<file path="config.mk">
export PLATFORM = sky130hd
export DESIGN_NAME = btn_status_reg
export DESIGN_NICKNAME = d
export VERILOG_FILES = /design/src/rtl/btn_pkg.sv /design/src/rtl/btn_edge_sync.sv /design/src/rtl/btn_status_core.sv /design/src/rtl/btn_rd_port.sv /design/src/rtl/btn_status_reg.sv
export SDC_FILE = /design/constraint.sdc
export NUM_CORES = 1
export LEC_CHECK = 0
export BUFFER_PORTS_ARGS = -buffer_cell sky130_fd_sc_hd__buf_2
export CAP_MARGIN = 30
export CORE_MARGIN = 5
export CORE_UTILIZATION = 45
export DETAILED_ROUTE_END_ITERATION = 10
export GPL_TIMING_DRIVEN = 0
export PLACE_DENSITY = 0.69
export REMOVE_ABC_BUFFERS = 1
export SYNTH_ARGS = -nofsm -noshare
export SYNTH_HDL_FRONTEND = slang
export SYNTH_HIERARCHICAL = 1
export SYNTH_SLANG_ARGS = --single-unit
export TNS_END_PERCENT = 50
</file>
<file path="constraint.sdc">
create_clock -name clk -period 2.55 [get_ports clk]
set_clock_uncertainty 0.2 [all_clocks]
set_input_delay 0.1275 -clock clk [delete_from_list [all_inputs] [get_ports clk]]
set_output_delay 0.1275 -clock clk [all_outputs]
set_load 0.03 [all_outputs]
</file>
<file path="src/rtl/btn_pkg.sv">
package btn_pkg;
    localparam int BTN_N    = 5;
    localparam int REG_W    = 8;
    localparam int FLAG_POS = REG_W - 1;

    typedef struct packed {
        logic             pend;
        logic [BTN_N-1:0] hit;
        logic             irq;
    } core_state_t;
endpackage

</file>
<file path="src/rtl/btn_edge_sync.sv">
module btn_edge_sync #(
    parameter int N      = 5,
    parameter int STAGES = 2
) (
    input  logic         clk,
    input  logic         rst_n,
    input  logic [N-1:0] raw_i,
    output logic [N-1:0] rise_o
);
    typedef struct packed {
        logic [STAGES-1:0][N-1:0] pipe;
        logic [N-1:0]             prev;
    } sync_t;

    sync_t st_d, st_q;

    always_comb begin
        st_d = st_q;
        st_d.pipe[0] = raw_i;
        for (int s = 1; s < STAGES; s++) begin
            st_d.pipe[s] = st_q.pipe[s-1];
        end
        st_d.prev = st_q.pipe[STAGES-1];
    end

    always_ff @(posedge clk or negedge rst_n) begin
        if (!rst_n) st_q <= '0;
        else        st_q <= st_d;
    end

    assign rise_o = st_q.pipe[STAGES-1] & ~st_q.prev;

    AST_EDGE_SINGLE: assert property (@(posedge clk) disable iff (!rst_n)
        (rise_o != '0) |=> ((rise_o & $past(rise_o)) == '0));
endmodule

</file>
<file path="src/rtl/btn_status_core.sv">
module btn_status_core
    import btn_pkg::*;
(
    input  logic             clk,
    input  logic             rst_n,
    input  logic [BTN_N-1:0] rise_i,
    input  logic             clr_rd_i,
    input  logic             clr_ack_i,
    output logic [REG_W-1:0] status_o,
    output logic             irq_o
);
    core_state_t st_d, st_q;
    logic        any_rise;
    logic        any_clr;

    always_comb begin
        any_rise = |rise_i;
        any_clr  = clr_rd_i | clr_ack_i;
        st_d     = st_q;
        if (any_rise) begin
            st_d.pend = 1'b1;
            st_d.hit  = (any_clr ? '0 : st_q.hit) | rise_i;
            st_d.irq  = 1'b1;
        end else begin
            if (any_clr) begin
                st_d.pend = 1'b0;
                st_d.hit  = '0;
            end
            if (clr_ack_i) st_d.irq = 1'b0;
        end
    end

    always_ff @(posedge clk or negedge rst_n) begin
        if (!rst_n) st_q <= '0;
        else        st_q <= st_d;
    end

    always_comb begin
        status_o              = '0;
        status_o[FLAG_POS]    = st_q.pend;
        status_o[BTN_N-1:0]   = st_q.hit;
    end
    assign irq_o = st_q.irq;

    AST_HIT_NEEDS_PEND: assert property (@(posedge clk) disable iff (!rst_n)
        (st_q.hit != '0) |-> st_q.pend);
    AST_PRESS_SETS: assert property (@(posedge clk) disable iff (!rst_n)
        (rise_i != '0) |=> (st_q.pend && st_q.irq));
    AST_ACK_CLEARS: assert property (@(posedge clk) disable iff (!rst_n)
        (clr_ack_i && rise_i == '0) |=> (!st_q.irq && !st_q.pend && st_q.hit == '0));
    AST_READ_KEEPS_IRQ: assert property (@(posedge clk) disable iff (!rst_n)
        (clr_rd_i && !clr_ack_i && st_q.irq) |=> st_q.irq);
    AST_READ_CLEARS: assert property (@(posedge clk) disable iff (!rst_n)
        (clr_rd_i && rise_i == '0) |=> !st_q.pend);
endmodule

</file>
<file path="src/rtl/btn_rd_port.sv">
module btn_rd_port
    import btn_pkg::*;
(
    input  logic             rd_strobe_i,
    input  logic             rd_sel_i,
    input  logic [REG_W-1:0] status_i,
    output logic             clr_rd_o,
    output logic [REG_W-1:0] rd_data_o
);
    always_comb begin
        clr_rd_o  = rd_strobe_i & rd_sel_i;
        rd_data_o = rd_sel_i ? status_i : '0;
    end
endmodule

</file>
<file path="src/rtl/btn_status_reg.sv">
module btn_status_reg
    import btn_pkg::*;
#(
    parameter int SYNC_STAGES = 2
) (
    input  logic             clk,
    input  logic             rst_n,
    input  logic [BTN_N-1:0] btn_raw,
    input  logic             rd_strobe,
    input  logic             rd_sel,
    input  logic             irq_ack,
    output logic [REG_W-1:0] rd_data,
    output logic             irq
);
    logic [BTN_N-1:0] rise;
    logic [REG_W-1:0] status;
    logic             clr_rd;

    btn_edge_sync #(.N(BTN_N), .STAGES(SYNC_STAGES)) u_sync (
        .clk    (clk),
        .rst_n  (rst_n),
        .raw_i  (btn_raw),
        .rise_o (rise)
    );

    btn_status_core u_core (
        .clk       (clk),
        .rst_n     (rst_n),
        .rise_i    (rise),
        .clr_rd_i  (clr_rd),
        .clr_ack_i (irq_ack),
        .status_o  (status),
        .irq_o     (irq)
    );

    btn_rd_port u_port (
        .rd_strobe_i (rd_strobe),
        .rd_sel_i    (rd_sel),
        .status_i    (status),
        .clr_rd_o    (clr_rd),
        .rd_data_o   (rd_data)
    );

    AST_PAD_ZERO: assert property (@(posedge clk) disable iff (!rst_n)
        rd_data[FLAG_POS-1:BTN_N] == '0);
    AST_UNSEL_ZERO: assert property (@(posedge clk) disable iff (!rst_n)
        !rd_sel |-> (rd_data == '0));
endmodule

</file>
Word-level counts from Yosys, hierarchy flattened
Index checks and enable logic that the tools add are counted.
{ "word_totals": {"register_bits": 22, "in_bits": 10, "word_cells": 19} }
{ "classes": {"mux": 5, "n_bitwise": 5, "reduce_logical": 3} }
{ "op_table": {"columns": ["operator", "count"], "rows": [
  ["2-to-1 mux 8 bit", 1],
  ["2-to-1 mux 7 bit", 1],
  ["2-to-1 mux 6 bit", 1],
  ["bitwise AND 5 bit", 1],
  ["2-to-1 mux 5 bit", 1],
  ["NOT 5 bit", 1],
  ["OR 5 bit", 1],
  ["OR reduction 5 bit", 1],
  ["nonzero test 2 bit", 2],
  ["bitwise AND 1 bit", 1],
  ["2-to-1 mux 1 bit", 1],
  ["OR 1 bit", 1]
]} }

Longest topological paths before layout
Gate-level depths: netlist of run 1.
{ "logic_depth": {"ltp_word": 5, "depth_mapped": 3} }

Modules after synthesis
Netlist of run 1, hierarchy kept.
{ "modules_own_cells": {"columns": ["mod", "n_inst", "cells_each", "area_per_inst_um2", "seq_area_each_um2"], "rows": [
  ["btn_edge_sync", 1, 20, 444.2, 375.4],
  ["btn_status_core", 1, 22, 285.3, 175.2],
  ["btn_rd_port", 1, 9, 56.3, 0.0]
]} }

Worst setup path before layout of run 1
No wires, ideal clock.
{ "synth_path": {"path_kind": "register to register", "startpoint": "register u_sync.st_q (netlist bit u_sync/st_d[0])", "endpoint": "register u_core.st_q (netlist bit u_core/status_o[7])", "setup_ns": 0.140, "t_arrival_ns": 0.863, "path_slack_ns": 1.348, "path_stages_with_launch": 4, "n_path_buf": 0, "period_less_slack_ns": 1.202, "cell_sequence": "dfrtp_1 nor2b_4 nor4_4 o311ai_1"} }
{ "synth_between": {"elab_chain_len": 3, "elab_cells_between_ends": 4} }
{ "synth_rtl": {"columns": ["element", "line_no", "source"], "rows": [
  ["from (decl)", "btn_edge_sync.sv:15", "sync_t st_d, st_q;"],
  ["from (signal assigned)", "btn_edge_sync.sv:28", "else st_q <= st_d;"],
  ["bitwise AND 5 bit (*)", "btn_edge_sync.sv:31", "assign rise_o = st_q.pipe[STAGES-1] & ~st_q.prev;"],
  ["via rise[0]", "btn_status_reg.sv:15", "logic [BTN_N-1:0] rise;"],
  ["OR reduction 5 bit (*)", "btn_status_core.sv:17", "any_rise = |rise_i;"],
  ["2-to-1 mux 7 bit / nonzero test 2 bit (equally long branches)", null, null],
  ["to (signal assigned)", "btn_status_core.sv:35", "else st_q <= st_d;"],
  ["to (decl)", "btn_status_core.sv:12", "core_state_t st_d, st_q;"]
]} }
Mark *: on every way through the listed nets, which the timed path passes. The rest lies on a longest branch.
A chain may end at the register's enable or synchronous reset.

Final worst setup path of run 1
Ends and elaborated chain as after synthesis.

==> run_results.csv, run 1 <==
group,metric,value,unit
run_status,status,"completed",
layout,fillerInstances,148,
sta,hold_ws,0.0852,ns
cts,cts_resized,0,
floorplan,die-width,51.8,um
setup_path,critical_path_class,"reg -> reg",
synthesis,seq_area_frac_synth,70.1,%
synthesis,netlist_top_cells_count,"22 x dfrtp_1, 9 x and2_1, 5 x nor2b_4",
cts,cts_tree,"done",
power_and_ir_drop,power_switching,159,uW
cts,cts_setup_buffers,0,
synthesis,yosys-top-cells-area,"dfrtp_1 70%, nor2b_4 8.8%, and2_1 7.2%",
synthesis,synth_cell_types,13,
floorplan,core_area,1690,um^2
setup_path,reg2reg_to,"u_core/status_o[7]$_DFFE_PN0P_",
sta,drv_slew,0,
layout,area_growth,28.3,%
setup_path,cp_max_fo,2,
synthesis,synthAdderAreaFrac,0,%
synthesis,synth.area.mux_share,0,%
floorplan,io_pins,19,
power_and_ir_drop,irDropWorstVdd,438,uV
floorplan,rows,15,
synthesis,yosysTopAreaCell,"dfrtp_1",
power_and_ir_drop,p_int,565,uW
power_and_ir_drop,p_leak,0.513,nW
cts,cts_sinks,22,
layout,drive_gt1_share,34.6,%
placement,gp_congestion,0.730,
setup_path,required,2.55,ns
detailed_routing,ant_nets,0,
synthesis,ys_warn_count,6,
synthesis,syn_inst,51,
detailed_routing,vias,443,
layout,layout.nets,89,
cts,path_clk_slew,0.12,ns
floorplan,die_h,51.8,um
cts,htreeDepth,1,
global_routing,antenna_found_initial,0,
cts,insertion_delay,0.31,ns
synthesis,yosys.area.top_type_share,70.1,%
sta,fin_crit,1.84,ns
layout,n_antenna_cell,0,
sta,timing.final.hold_violations,0,
sta,max_freq,0.544,GHz
global_routing,grt_start_max_net_pins,23,
setup_path,startpoint_type,"flop",
floorplan,start_util,46.5,%
synthesis,synth-compound-area-share,6.05,%
detailed_routing,viasPerCell,4.66,
placement,numPortBuffers,16,
sta,rsz0062_at_grt,"false",
global_routing,grt_pass1_wl,2.12,mm
cts,max-clock-path-buffers,2,
min_path,hp-class,"in -> async",
detailed_routing,first_pass_iters,2,
synthesis,synth_top_family_by_area,"simple AND/OR/NAND/NOR gates",
synthesis,async_flop_share,100,%
placement,dp_slack,1.28,ns
cts,cts_buffers,3,
synthesis,ys_ff_latch,22,
global_routing,overflow,0,
power_and_ir_drop,swShare,21.9,%
setup_path,critPathArrivalTime,1.84,ns
synthesis,synth-xor-area-share,0,%
synthesis,yosys.area_share.simple,20.5,%
power_and_ir_drop,comb_power_share,11.1,%
sta,setup_violations,0,
cts,root_buffer,"clkbuf_4",
sta,timing.final.ws_setup,0.711,ns
power_and_ir_drop,p_clk_share,36.4,%
sta,tns,0,ns
setup_path,reg2reg_depth,4,
power_and_ir_drop,power_density,718,nW/um^2
synthesis,synth_edf_count,0,
setup_path,critPathCaptureType,"flop",
sta,finalCritPeriodShare,72.1,%
setup_path,worstReg2RegStart,"u_sync/st_d[0]$_DFF_PN0_",
detailed_routing,drc_errors,0,
synthesis,avgSynthCellArea,15.4,um^2
synthesis,synth.most_common_cell,"dfrtp_1",
synthesis,syn-cell-area,786,um^2
flow_run,cap_violations,0,
power_and_ir_drop,p_seq_share,52.5,%
global_routing,track_usage,11.1,%
global_routing,grt_pass1_vias,469,
detailed_routing,drt_iter0_drc,2,
setup_path,rrSetupSlack,0.71,ns
cts,holdBufCountCts,8,
detailed_routing,wl,1.21,mm
synthesis,ys.flop_type,"dfrtp_1",
floorplan,design.die.area,2680,um^2
detailed_routing,avgRoutedWirePerCell,12.7,um
[layer usage]
layer	global-route usage (%)	routed length [um]	part of all wire, %	up-vias
met5	0	0	0	-
met4	6.55	14	1.2	0
met3	2.87	85	7.0	2
met2	17.2	558	46	17
met1	13.9	548	45	212
li1	-	-	-	212
[layout make-up]
| cell class | count | area (um^2) | area share [%] |
|---|---|---|---|
| flip-flops and latches | 22 | 551 | 54.6 |
| clock inverters | 1 | 30.0 | 2.98 |
| clock buffers | 3 | 22.5 | 2.23 |
| multi-input cells | 26 | 216 | 21.5 |
| inverters | 2 | 7.51 | 0.744 |
| well taps | 17 | 21.3 | 2.11 |
| repair buffers | 24 | 160 | 15.9 |
[state kept, by name, indices dropped and copies added, names as in the netlist]
| name | count |
|---|---|
| u_core/status_o | 6 |
| u_core/irq_o | 1 |
| u_sync/st_d | 10 |
| u_sync/st_q | 5 |
[worst max path at each step]
stage	startpoint	end	cells past startpoint
4_1_cts	u_sync/st_d[0]$_DFF_PN0_	u_core/status_o[7]$_DFFE_PN0P_	4
3_3_place_gp	u_sync/st_d[0]$_DFF_PN0_	u_core/status_o[7]$_DFFE_PN0P_	3
5_1_grt	u_sync/st_d[0]$_DFF_PN0_	u_core/status_o[7]$_DFFE_PN0P_	4
6_report	u_sync/st_d[0]$_DFF_PN0_	u_core/status_o[7]$_DFFE_PN0P_	4
2_1_floorplan	u_sync/st_d[0]$_DFF_PN0_	u_core/status_o[7]$_DFFE_PN0P_	3
3_5_place_dp	u_sync/st_d[0]$_DFF_PN0_	u_core/status_o[7]$_DFFE_PN0P_	3
[per-stage QoR]
step           total power [mW]  utilization [%]  instances  area, um^2
6_report                  0.724             59.7         95        1010
3_3_place_gp              0.455             51.9         83         876
5_1_grt                   0.757             59.7         95        1010
4_1_cts                   0.731             59.7         95        1010
2_1_floorplan             0.431                -         50         774
3_5_place_dp              0.459             51.9         83         876
[layout by cell type (no fill, tap or decap)]
cell	count
a21o_1	4
a21o_2	1
and2_1	9
buf_2	16
bufinv_16	1
clkbuf_4	3
conb_1	2
dfrtp_1	22
dlygate4sd3_1	8
inv_1	2
nand2b_1	1
nand3_1	1
nor2_1	1
nor2b_4	5
nor4_4	1
o311ai_1	1
[power groups by stage]
stage               sequential, mW  combinational, mW  clock (mW)
floorplan                    0.387             0.0443           0
global placement             0.386             0.0695           0
detailed placement           0.387             0.0713           0
CTS                          0.380             0.0812       0.270
global route                 0.384             0.0877       0.286
finish                       0.380             0.0803       0.263
[critical path, stage by stage, from the launching register on]
cell,delay (ns)
dfrtp_1,0.40
nor2b_4,0.14
nor4_4,0.30
o311ai_1,0.13
dlygate4sd3_1,0.57
[cell families after synthesis]
kind of cell | after synthesis
AO/OA/AOI/OAI | 6
buffers and inverters | 4
flip-flops | 22
other | 1
AND/OR/NAND/NOR | 18
Note: power is estimated with default switching activity, not from simulation.
==> run 2, diff against run 1 <==
ABC_AREA = 1   (was not set)
CORE_UTILIZATION = 44   (was 45)
PLACE_DENSITY = 0.7   (was 0.69)
clock period = 1.56 ns   (was 2.55 ns; I/O delays follow)
==> run_results.csv, run 2 <==
group,metric,value,unit
run_status,status,"completed",
setup_path,startpoint_type,"primary input",
sta,drv_slew,0,
cts,cts_buffers,3,
synthesis,async_flop_share,100,%
sta,tns,0,ns
floorplan,rows,15,
setup_path,critical_path_class,"in -> reg",
setup_path,cpMostUsedCell,"dlygate4sd3_1",
cts,htreeDepth,1,
setup_path,critPathArrivalTime,1.55,ns
sta,rsz0062_at_grt,"false",
synthesis,seq_area_frac_synth,69.7,%
detailed_routing,ant_nets,0,
layout,layout.nets,112,
layout,final_common_cell,"dfrtp_1",
power_and_ir_drop,p_leak,0.596,nW
detailed_routing,first_pass_iters,2,
placement,hpwl,775,um
power_and_ir_drop,p_int,801,uW
global_routing,grt_pass1_vias,514,
layout,largest_reg_flops,10,
setup_path,reg2reg_depth,3,
detailed_routing,drc_errors,0,
power_and_ir_drop,power_switching,249,uW
setup_path,cp_slowest_cell,"dlygate4sd3_1",
global_routing,grt_pass1_wl,2.19,mm
synthesis,synth.most_common_cell,"dfrtp_1",
power_and_ir_drop,power_density,1020,nW/um^2
sta,setup_violations,0,
sta,max_freq,0.665,GHz
synthesis,ys.flop_type,"dfrtp_1",
layout,drive_gt1_share,27.7,%
floorplan,design.die.area,2740,um^2
power_and_ir_drop,p_seq_share,59.0,%
synthesis,synth_cell_types,12,
setup_path,critPathCaptureType,"flop",
detailed_routing,wl,1.12,mm
cts,cts_sinks,22,
detailed_routing,avgRoutedWirePerCell,8.91,um
power_and_ir_drop,irDropWorstVdd,515,uV
min_path,hp-class,"in -> reg",
floorplan,io_pins,19,
floorplan,die-width,52.4,um
global_routing,antenna_found_initial,0,
detailed_routing,viasPerCell,4.04,
placement,gp_congestion,0.716,
setup_path,cp_max_fo,6,
min_path,holdPathStages,5,
sta,finalCritPeriodShare,96.4,%
synthesis,ys_warn_count,6,
layout,area_growth,29.8,%
setup_path,path_cells,"dlygate4sd3_1 > nor2_4 > dlygate4sd3_1 > nand2_2 > nand3_1",
floorplan,core_area,1710,um^2
synthesis,yosysTopAreaCell,"dfrtp_1",
setup_path,required,1.60,ns
flow_run,cap_violations,0,
power_and_ir_drop,swShare,23.7,%
synthesis,syn-cell-area,790,um^2
sta,timing.final.hold_violations,0,
synthesis,yosys.area.top_type_share,69.7,%
layout,finalNonFillerCells,126,
detailed_routing,vias,509,
synthesis,ys_ff_latch,22,
global_routing,track_usage,10.9,%
layout,n_antenna_cell,0,
power_and_ir_drop,comb_power_share,12.7,%
synthesis,netlist_top_cells_count,"22 x dfrtp_1, 17 x inv_1, 15 x nand2_1",
setup_path,max_stage_delay,0.59,ns
global_routing,overflow,0,
cts,root_buffer,"clkbuf_4",
cts,insertion_delay,0.29,ns
power_and_ir_drop,p_clk_share,28.3,%
synthesis,synth_edf_count,0,
placement,numPortBuffers,16,
cts,max-clock-path-buffers,2,
layout,final_cell_mix,"22 x dfrtp_1, 17 x inv_1, 15 x buf_2, 15 x nand2_1, 10 x dlygate4sd3_1",
synthesis,yosys-top-cells-area,"dfrtp_1 70%, inv_1 8.1%, nand2_1 7.1%",
cts,cts_tree,"done",
global_routing,grt_start_max_net_pins,23,
synthesis,syn_inst,72,
detailed_routing,drt_iter0_drc,3,
cts,cts_resized,0,
floorplan,start_util,46.2,%
floorplan,die_h,52.4,um
sta,fin_crit,1.50,ns
synthesis,avgSynthCellArea,11.0,um^2
cts,path_clk_slew,0.11,ns
placement,placedCellCount,111,
run 2: changes by cell type in the layout (fill, tap and decap cells not counted), moves of 2 or more:
cell	previous run	this run
buf_4	0	2
inv_1	2	17
nor2b_4	5	0
nor2_2	0	5
dlygate4sd3_1	8	10
and2_1	9	0
nand2_1	0	15
run 2: through the flow:
| stage | area [um^2] | setup slack, ns | util, % | power [mW] | hold WS, ns |
|---|---|---|---|---|---|
| floorplan | 767 | 0.530 | - | 0.697 | -0.418 |
| global placement | 878 | 0.481 | 51.4 | 0.737 | -0.153 |
| detailed placement | 878 | 0.439 | 51.4 | 0.743 | -0.136 |
| CTS | 1010 | 0.0292 | 59.4 | 1.06 | 0.00588 |
| global route | 1020 | 0.0309 | 60.0 | 1.11 | 0.0318 |
| finish | 1020 | 0.0566 | 60.0 | 1.05 | 0.0319 |
run 2: worst max-delay path: cells and delay by family:
family,cells,cell delay [ns]
buf+inv,2,1.18
simple gates,3,0.30
run 2: per-layer routing:
layer	share of wire, %	global-route usage, %	routed length, um
met5	0	0	0
met4	0	5.11	0
met3	8.4	2.56	94
met2	47	17.1	526
met1	45	14.2	502
run 2: power by group through the flow:
stage | sequential, mW | clock, mW | combinational (mW)
final | 0.620 | 0.297 | 0.133
after global routing | 0.626 | 0.337 | 0.151
after CTS | 0.620 | 0.312 | 0.131
after detailed placement | 0.631 | 0 | 0.111
after global placement | 0.629 | 0 | 0.108
after floorplan | 0.631 | 0 | 0.0667
run 2: worst paths after layout:
check                                               start                             end  slack (ns)
min in group asynchronous                           rst_n       u_sync/st_d[14]$_DFF_PN0_        0.06
min                                             rd_strobe  u_core/status_o[3]$_DFFE_PN0P_        0.03
min reg2reg                     u_sync/st_d[11]$_DFF_PN0_        u_sync/st_d[1]$_DFF_PN0_        0.16
max                                               irq_ack  u_core/status_o[7]$_DFFE_PN0P_        0.06
max reg2reg                u_core/status_o[1]$_DFFE_PN0P_  u_core/status_o[1]$_DFFE_PN0P_        0.19
max in group asynchronous                           rst_n        u_sync/st_d[1]$_DFF_PN0_        0.79
run 2: logic make-up after synthesis:
family | Yosys count | synth area share, %
buffers and inverters | 20 | 11.4
DFF | 22 | 69.7
other | 1 | 0.475
and+or+nand+nor | 26 | 15.5
AOI/OAI and AO/OA | 3 | 2.85
run 2: what timing repair did:
action | CTS | global route
endpoints found under the hold margin | 34 | 0
hold buffers | 10 | 0
buffers inserted | 0 | 2
endpoints found under the setup margin | 0 | 3
run 2: final cells by class:
cell class,count,area [um^2]
flip-flops and latches,22,551
clock buffers,4,36.3
repair buffers,27,190
multi-input cells,31,153
inverters,17,63.8
fillers,144,683
well taps,25,31.3
